[src/rtl/pwm_pkg.sv]
package pwm_pkg;
    typedef enum logic {
        ST_IDLE = 1'b0,
        ST_RUN  = 1'b1
    } run_state_e;

    localparam logic [1:0] ADDR_PERIOD = 2'd0;
    localparam logic [1:0] ADDR_BUFFER = 2'd1;
    localparam logic [1:0] ADDR_CTRL   = 2'd2;

    localparam int CTRL_RUN_BIT  = 0;
    localparam int CTRL_COMP_BIT = 1;
endpackage

[src/rtl/pwm_regs.sv]
module pwm_regs #(
    parameter int W = 16
) (
    input  logic         clk,
    input  logic         rst,
    input  logic         wr_en,
    input  logic [1:0]   wr_addr,
    input  logic [W-1:0] wr_data,
    output logic [W-1:0] period_q,
    output logic [W-1:0] buf_q,
    output logic         comp_q,
    output logic         start_p,
    output logic         stop_p
);
    import pwm_pkg::*;

    logic ctrl_wr;

    assign ctrl_wr = wr_en && (wr_addr == ADDR_CTRL);
    assign start_p = ctrl_wr && wr_data[CTRL_RUN_BIT];
    assign stop_p  = ctrl_wr && !wr_data[CTRL_RUN_BIT];

    always_ff @(posedge clk) begin
        if (rst) begin
            period_q <= '0;
            buf_q    <= '0;
            comp_q   <= 1'b0;
        end else if (wr_en) begin
            unique case (wr_addr)
                ADDR_PERIOD: period_q <= wr_data;
                ADDR_BUFFER: buf_q    <= wr_data;
                ADDR_CTRL:   comp_q   <= wr_data[CTRL_COMP_BIT];
                default: ;
            endcase
        end
    end
endmodule

[src/rtl/pwm_timer.sv]
module pwm_timer #(
    parameter int W = 16
) (
    input  logic         clk,
    input  logic         rst,
    input  logic         count_en,
    input  logic         start_p,
    input  logic         stop_p,
    input  logic [W-1:0] period_q,
    input  logic [W-1:0] buf_q,
    output logic [W-1:0] cnt_q,
    output logic [W-1:0] duty_q,
    output logic         running,
    output logic         load_duty,
    output logic         irq_q
);
    import pwm_pkg::*;

    run_state_e state_q, state_d;
    logic [W-1:0] last_cnt;
    logic         at_end;
    logic         tick;
    logic         wrap;

    // state register
    always_ff @(posedge clk) begin
        if (rst) state_q <= ST_IDLE;
        else     state_q <= state_d;
    end

    // next state and decoded outputs
    always_comb begin
        state_d   = state_q;
        tick      = 1'b0;
        load_duty = 1'b0;
        unique case (state_q)
            ST_IDLE: begin
                if (start_p) begin
                    state_d   = ST_RUN;
                    load_duty = 1'b1;
                end
            end
            ST_RUN: begin
                if (stop_p) state_d = ST_IDLE;
                else        tick    = count_en;
            end
            default: state_d = ST_IDLE;
        endcase
        wrap = tick && at_end;
        if (wrap) load_duty = 1'b1;
    end

    assign last_cnt = (period_q == '0) ? '0 : period_q - 1'b1;
    assign at_end   = (cnt_q >= last_cnt);
    assign running  = (state_q == ST_RUN);

    always_ff @(posedge clk) begin
        if (rst) begin
            cnt_q  <= '0;
            duty_q <= '0;
            irq_q  <= 1'b0;
        end else begin
            irq_q <= wrap;
            if (load_duty) duty_q <= buf_q;
            if (stop_p || state_q == ST_IDLE) cnt_q <= '0;
            else if (tick)                    cnt_q <= at_end ? '0 : cnt_q + 1'b1;
        end
    end
endmodule

[src/rtl/pwm_out.sv]
module pwm_out #(
    parameter int W = 16
) (
    input  logic         running,
    input  logic         comp_q,
    input  logic [W-1:0] cnt_q,
    input  logic [W-1:0] duty_q,
    output logic         pwm_a,
    output logic         pwm_b
);
    logic below;

    assign below = (cnt_q < duty_q);
    assign pwm_a = running && below;
    assign pwm_b = running && comp_q && !below;
endmodule

[src/rtl/pwm_duty_channel.sv]
module pwm_duty_channel #(
    parameter int W = 16
) (
    input  logic         clk,
    input  logic         rst,
    input  logic         count_en,
    input  logic         wr_en,
    input  logic [1:0]   wr_addr,
    input  logic [W-1:0] wr_data,
    output logic         pwm_a,
    output logic         pwm_b,
    output logic         irq
);
    logic [W-1:0] period_q, buf_q, cnt_q, duty_q;
    logic         comp_q, start_p, stop_p, running, load_duty;

    pwm_regs #(.W(W)) u_regs (
        .clk      (clk),
        .rst      (rst),
        .wr_en    (wr_en),
        .wr_addr  (wr_addr),
        .wr_data  (wr_data),
        .period_q (period_q),
        .buf_q    (buf_q),
        .comp_q   (comp_q),
        .start_p  (start_p),
        .stop_p   (stop_p)
    );

    pwm_timer #(.W(W)) u_timer (
        .clk       (clk),
        .rst       (rst),
        .count_en  (count_en),
        .start_p   (start_p),
        .stop_p    (stop_p),
        .period_q  (period_q),
        .buf_q     (buf_q),
        .cnt_q     (cnt_q),
        .duty_q    (duty_q),
        .running   (running),
        .load_duty (load_duty),
        .irq_q     (irq)
    );

    pwm_out #(.W(W)) u_out (
        .running (running),
        .comp_q  (comp_q),
        .cnt_q   (cnt_q),
        .duty_q  (duty_q),
        .pwm_a   (pwm_a),
        .pwm_b   (pwm_b)
    );
endmodule

[config.mk]
export PLATFORM = sky130hd
export DESIGN_NAME = pwm_duty_channel
export DESIGN_NICKNAME = d
export VERILOG_FILES = /design/src/rtl/pwm_pkg.sv /design/src/rtl/pwm_regs.sv /design/src/rtl/pwm_timer.sv /design/src/rtl/pwm_out.sv /design/src/rtl/pwm_duty_channel.sv
export SDC_FILE = /design/constraint.sdc
export NUM_CORES = 1
export LEC_CHECK = 0
export ABC_AREA = 0
export BUFFER_PORTS_ARGS = -buffer_cell sky130_fd_sc_hd__buf_4
export CAP_MARGIN = 40
export CORE_MARGIN = 2
export CORE_UTILIZATION = 40
export DETAILED_ROUTE_END_ITERATION = 10
export HOLD_SLACK_MARGIN = 0.06
export PLACE_DENSITY = 0.63
export SLEW_MARGIN = 30
export SYNTH_ARGS = -nofsm -noshare
export SYNTH_HDL_FRONTEND = slang
export SYNTH_SLANG_ARGS = --single-unit
[constraint.sdc]
create_clock -name clk -period 3.88 [get_ports clk]
set_clock_uncertainty 0.2 [all_clocks]
set_input_delay 0.776 -clock clk [delete_from_list [all_inputs] [get_ports clk]]
set_output_delay 0.776 -clock clk [all_outputs]
set_load 0.1 [all_outputs]
-- Yosys cells after proc, flatten, opt, wreduce, memory -nomap -nowiden
Index checks and enable logic that the tools add are counted.
- add/subtract/negate cells: 2
- reduce and logical (&&, ||, !) cells: 16
- equality and inequality tests: 2
- muxes and demuxes: 9
- bitwise operators: 1
- $lt $le $gt $ge: 2
- operator list (kind ; number):
    2-to-1 mux 16 bit ; 2
    adder 16 x 1 -> 16 bit (second input constant) ; 1
    greater-or-equal comparator 16 bit ; 1
    logical NOT 16 bit ; 1
    < comparator 16 bit ; 1
    subtractor 16 x 1 -> 16 bit (second input constant) ; 1
    logical AND 1 bit ; 7
    2-to-1 mux 1 bit ; 6
    AND reduction 2 bit ; 3
    == test 2 x 1 -> 1 bit (second input constant) ; 1
    == test 2 bit (second input constant) ; 1
    logical NOT 1 bit ; 2
    logical NOT 2 bit ; 1
    case mux 1 bit (2 select lines) ; 1
    OR reduction 2 bit ; 1
    logical OR 1 bit ; 1
    inverter 1 bit ; 1
- word-level logic and storage cells: 39
- output and inout port bits: 3
- register bits: 67
- bits of input ports: 22

-- Depth between registers and ports, before layout
- depth in word-level cells: 7
- mapped depth: 14
- gate-level depth less buffers: 13

-- By module
Synthesis repeated with hierarchy kept, for this count alone.
- cells, all modules: 434
- area total of the unflattened synthesis: 3985.1 µm²
- modules (own cells, without submodules) (module ; cells an instance ; area each (µm²) ; instances ; sequential area each (µm²)):
    pwm_timer ; 254 ; 2207.1 ; 1 ; 680.7
    pwm_regs ; 130 ; 1388.8 ; 1 ; 660.6
    pwm_out ; 50 ; 389.1 ; 1 ; 0.0

-- Worst setup path before layout
OpenSTA, ideal clock, no wires.
- path type: register -> output
- start: register u_timer.cnt_q[7]
- end: output port pwm_b
- stages on the path, launching flop included: 7
- setup slack: 300 ps
- path buffers: 0
- data arrival time: 2604 ps
- data required time: 2904 ps
- cells stage by stage: dfxtp_1 -> ha_1 -> o21a_1 -> nor2_1 -> nor4_1 -> a21oi_1 -> a21oi_1
- cells in the longest elaborated chain, start to end: 3
- RTL lines (what ; line ; source):
    start, declared ; pwm_timer.sv:11 ; output logic [W-1:0] cnt_q,
    start signal, assigned ; pwm_timer.sv:66 ; else if (tick) cnt_q <= at_end ? '0 : cnt_q + 1'b1;
    < comparator 16 bit ; pwm_out.sv:13 ; assign below = (cnt_q < duty_q);
    logical NOT 1 bit ; pwm_out.sv:15 ; assign pwm_b = running && comp_q && !below;
    logical AND 1 bit ; pwm_out.sv:15 ;
    end, declared ; pwm_duty_channel.sv:11 ; output logic pwm_b,
No other way between the ends.

-- Worst setup path in the final report
- start: register u_regs.period_q[2]
- end: register u_timer.cnt_q[15]
- cells in the longest elaborated chain, start to end: 4
- elaborated cells on any way between the ends: 5
- classes of those cells: add/sub (1); order compare (1); mux (2); reduce/logical (1)
- RTL lines (what ; line ; source):
    start, declared ; pwm_regs.sv:9 ; output logic [W-1:0] period_q,
    start signal, assigned ; pwm_regs.sv:30 ; ADDR_PERIOD: period_q <= wr_data;
    subtractor 16 x 1 -> 16 bit or logical NOT 16 bit (tied branches) ; pwm_timer.sv:53 ; assign last_cnt = (period_q == '0) ? '0 : period_q - 1'b1;
    2-to-1 mux 16 bit (*) ; pwm_timer.sv:53 ;
    greater-or-equal comparator 16 bit (*) ; pwm_timer.sv:54 ; assign at_end = (cnt_q >= last_cnt);
    2-to-1 mux 16 bit (*) ; pwm_timer.sv:66 ;
Every way passes the cells marked *; elsewhere a longest branch is shown, timed or not.
A chain may end at the register's enable or synchronous reset.

==> reports/qor.yml <==
synth:
  yosysWarnings: 0
  synthDistinctLibCells: 40
  synth_fp_nets: 511
  yosys_register_bits: 67
  synth-edff-count: 0
  syn-instance-count: 455
  ys_seq_area_share_pct: 36.09
  avgSynthCellArea_sq_um: 8.167
  synth_flop_cell: "dfxtp_1"
  synth.cell_area_sq_um: 3716
  postSynth.asyncResetShare_pct: 0
layout:
  antennaDiodeCount: 0
  layout_commonest_cell: "nand2_1"
  layout.nets: 535
  utilization_pct: 47.09
  areaGrowthSynthToFinish_pct: 15.42
  layout_common_cells: "97 x nand2_1, 67 x dfxtp_1, 40 x a21oi_1"
  layout-drive-gt1-share_pct: 10.12
  fillers: 897
status:
  outcome: "complete, no violations"
clock_tree:
  cts_buffers: 9
  root_buffer: "clkbuf_8"
  cts_hold_buffers: 0
  cts_tree: "yes"
  clk_path_buf_depth: 2
  path_clk_slew_ns: 0.07
  clkLatencyLatePin_ns: 0.35
  cts.sinks: 67
  htreeDepth: 3
setup_path:
  path_cells: "nor4_1 -> buf_4 -> and3_1 -> nand2_1 -> xnor2_1 -> nand2_1 -> ha_1 -> nand4_1 -> or3_1 -> or4_1 -> o211ai_2 -> a211o_2 -> nor2_1"
  cp_common_cell: "nand2_1"
  end_kind: "flop"
  crit_fanout: 16
  cp-start-kind: "flop"
  slowest_stage: "or4_1"
  cp.required_ns: 3.91
  crit_type: "flop to flop"
  slowest_delay_ns: 0.43
  reg2reg_depth: 13
  cp.arrival_ns: 3.59
min_path:
  hold_path.class: "flop to flop"
  holdPathStages: 2
floorplan:
  start_util_pct: 40.80
  dieWidth_um: 100.4
  die_h_um: 100.4
  io_pins: 25
  fp-row-count: 35
  die-area_sq_um: 10080
  core_area_sq_um: 9109
place:
  pre_cts_slack_ns: 0.1970
  hpwl_mm: 6.099
  portBuffers: 24
  place.gp.congestion: 0.8603
timing:
  fin_ws_ns: 0.3206
  hold_viol: 0
  setup_viol: 0
  fin_tns_setup_ns: 0
  fin_crit_ns: 3.559
  tightest_slew_ns: 0.7504
  drv_slew: 0
  rsz0062_at_grt: "false"
  post-route-period-util_pct: 91.74
  slew_headroom_pct: 49.29
  fmax_ghz: 0.2809
power_and_ir_drop:
  p_per_area_nw_per_um2: 397.4
  p_leak_nw: 1.764
  ir_drop_v: 0.0002170
global_route:
  grt_use_total_pct: 17.11
  grt_pass1_wl_mm: 13.64
  grt_pass1_vias: 2863
  grt_max_degree: 69
  grt_overflow: 0
  antenna_found_initial: 0
drt:
  viasPerCell: 5.072
  wl_per_cell_um: 13.70
  drt_iter0_drc: 80
  first_pass_iters: 4
  vias: 3018
  drc: 0
  ant_nets: 0
  wirelength_mm: 8.149
job:
  maxCapViolCount: 0
layer usage:
layer / global-route usage [%] / routed length, um
met1: 24.02 / 4130
met2: 26.02 / 3649
met3: 3.412 / 286
met4: 6.217 / 82
met5: 0 / 0
cells by family (layout without fill, tap and decap cells):
family	Yosys count	in the layout	share of synthesized area, %
adders and majority gates	34	34	11.45
and+or+nand+nor	212	212	27.17
muxes	18	18	4.848
DFF	67	67	36.09
xor gates and xnor gates	28	28	6.599
buffers and inverters	34	63	3.670
AOI/OAI and AO/OA	62	62	10.17
repair_timing:
item | in CTS | in global routing
endpoints found under the setup margin | 0 | 32
hold endpoints to repair | 0 | 0
gates resized for setup | 0 | 1
setup buffers | 0 | 1
final timing paths:
| path | slack [ns] | startpoint | end |
|---|---|---|---|
| max | 0.32 | u_regs.period_q[2] | u_timer.cnt_q[15] |
| min | 0.26 | u_regs.buf_q[11] | u_regs.buf_q[11] |
| max reg2reg | 0.32 | u_regs.period_q[2] | u_timer.cnt_q[15] |
| min reg2reg | 0.26 | u_regs.buf_q[11] | u_regs.buf_q[11] |
metrics by stage:
stage | instances | instance area [sq um] | power [W] | hold slack [ns]
2_1_floorplan | 455 | 3716 | 0.0008792 | 0.2368
3_3_place_gp | 576 | 3986 | 0.0009383 | 0.2458
3_5_place_dp | 577 | 3994 | 0.0009454 | 0.2485
4_1_cts | 593 | 4259 | 0.001712 | 0.2594
5_1_grt | 595 | 4289 | 0.001784 | 0.2744
6_report | 595 | 4289 | 0.001705 | 0.2595
cell usage after synthesis, types with 8 or more instances:
cell       n  area (sq um)
nand2b_1  37         231.5
xor2_1    16         140.1
inv_1     18         67.56
xnor2_1   12         105.1
a21oi_1   40         200.2
dfxtp_1   67          1341
nor3_1     8         40.04
nand4_1   11         68.82
nand2_1   97         364.1
clkbuf_1  12         45.04
ha_1      34         425.4
nor2_1    31         116.4
mux2i_1   18         180.2
sequential cells by signal (all words and copies together) (netlist names), named ones only:
name / flops
u_timer.irq_q: 1
u_timer.cnt_q: 16
u_regs.comp_q: 1
u_regs.period_q: 16
u_timer.duty_q: 16
u_regs.buf_q: 16
worst max-delay path, delay by kind of cell (launching register included):
family	cells	cell delay (ns)
AND/OR/NAND/NOR	8	1.77
AO/OA/AOI/OAI	2	0.49
adder cells (fa/ha/maj)	1	0.32
flip-flops	1	0.35
XOR/XNOR	1	0.14
buffers and inverters	1	0.17
final cells by class:
type                    count  area (sq um)  share of cell area, %
clock buffers              10         127.6                  2.975
clock inverters             6         137.6                  3.209
inverters                  18         67.56                  1.575
multi-input cells         354          2250                  52.45
flip-flops and latches     67          1341                  31.27
well taps                 111         138.9                  3.238
repair buffers             29         226.5                  5.280
report_power, final:
group	internal, W	total (W)	switching (W)
clock network	0.000494	0.000773	0.000279
logic	0.0000965	0.000221	0.000125
registers	0.000700	0.000710	0.0000104
total	0.00129	0.00170	0.000414
Power figures use the tool's default switching activity.
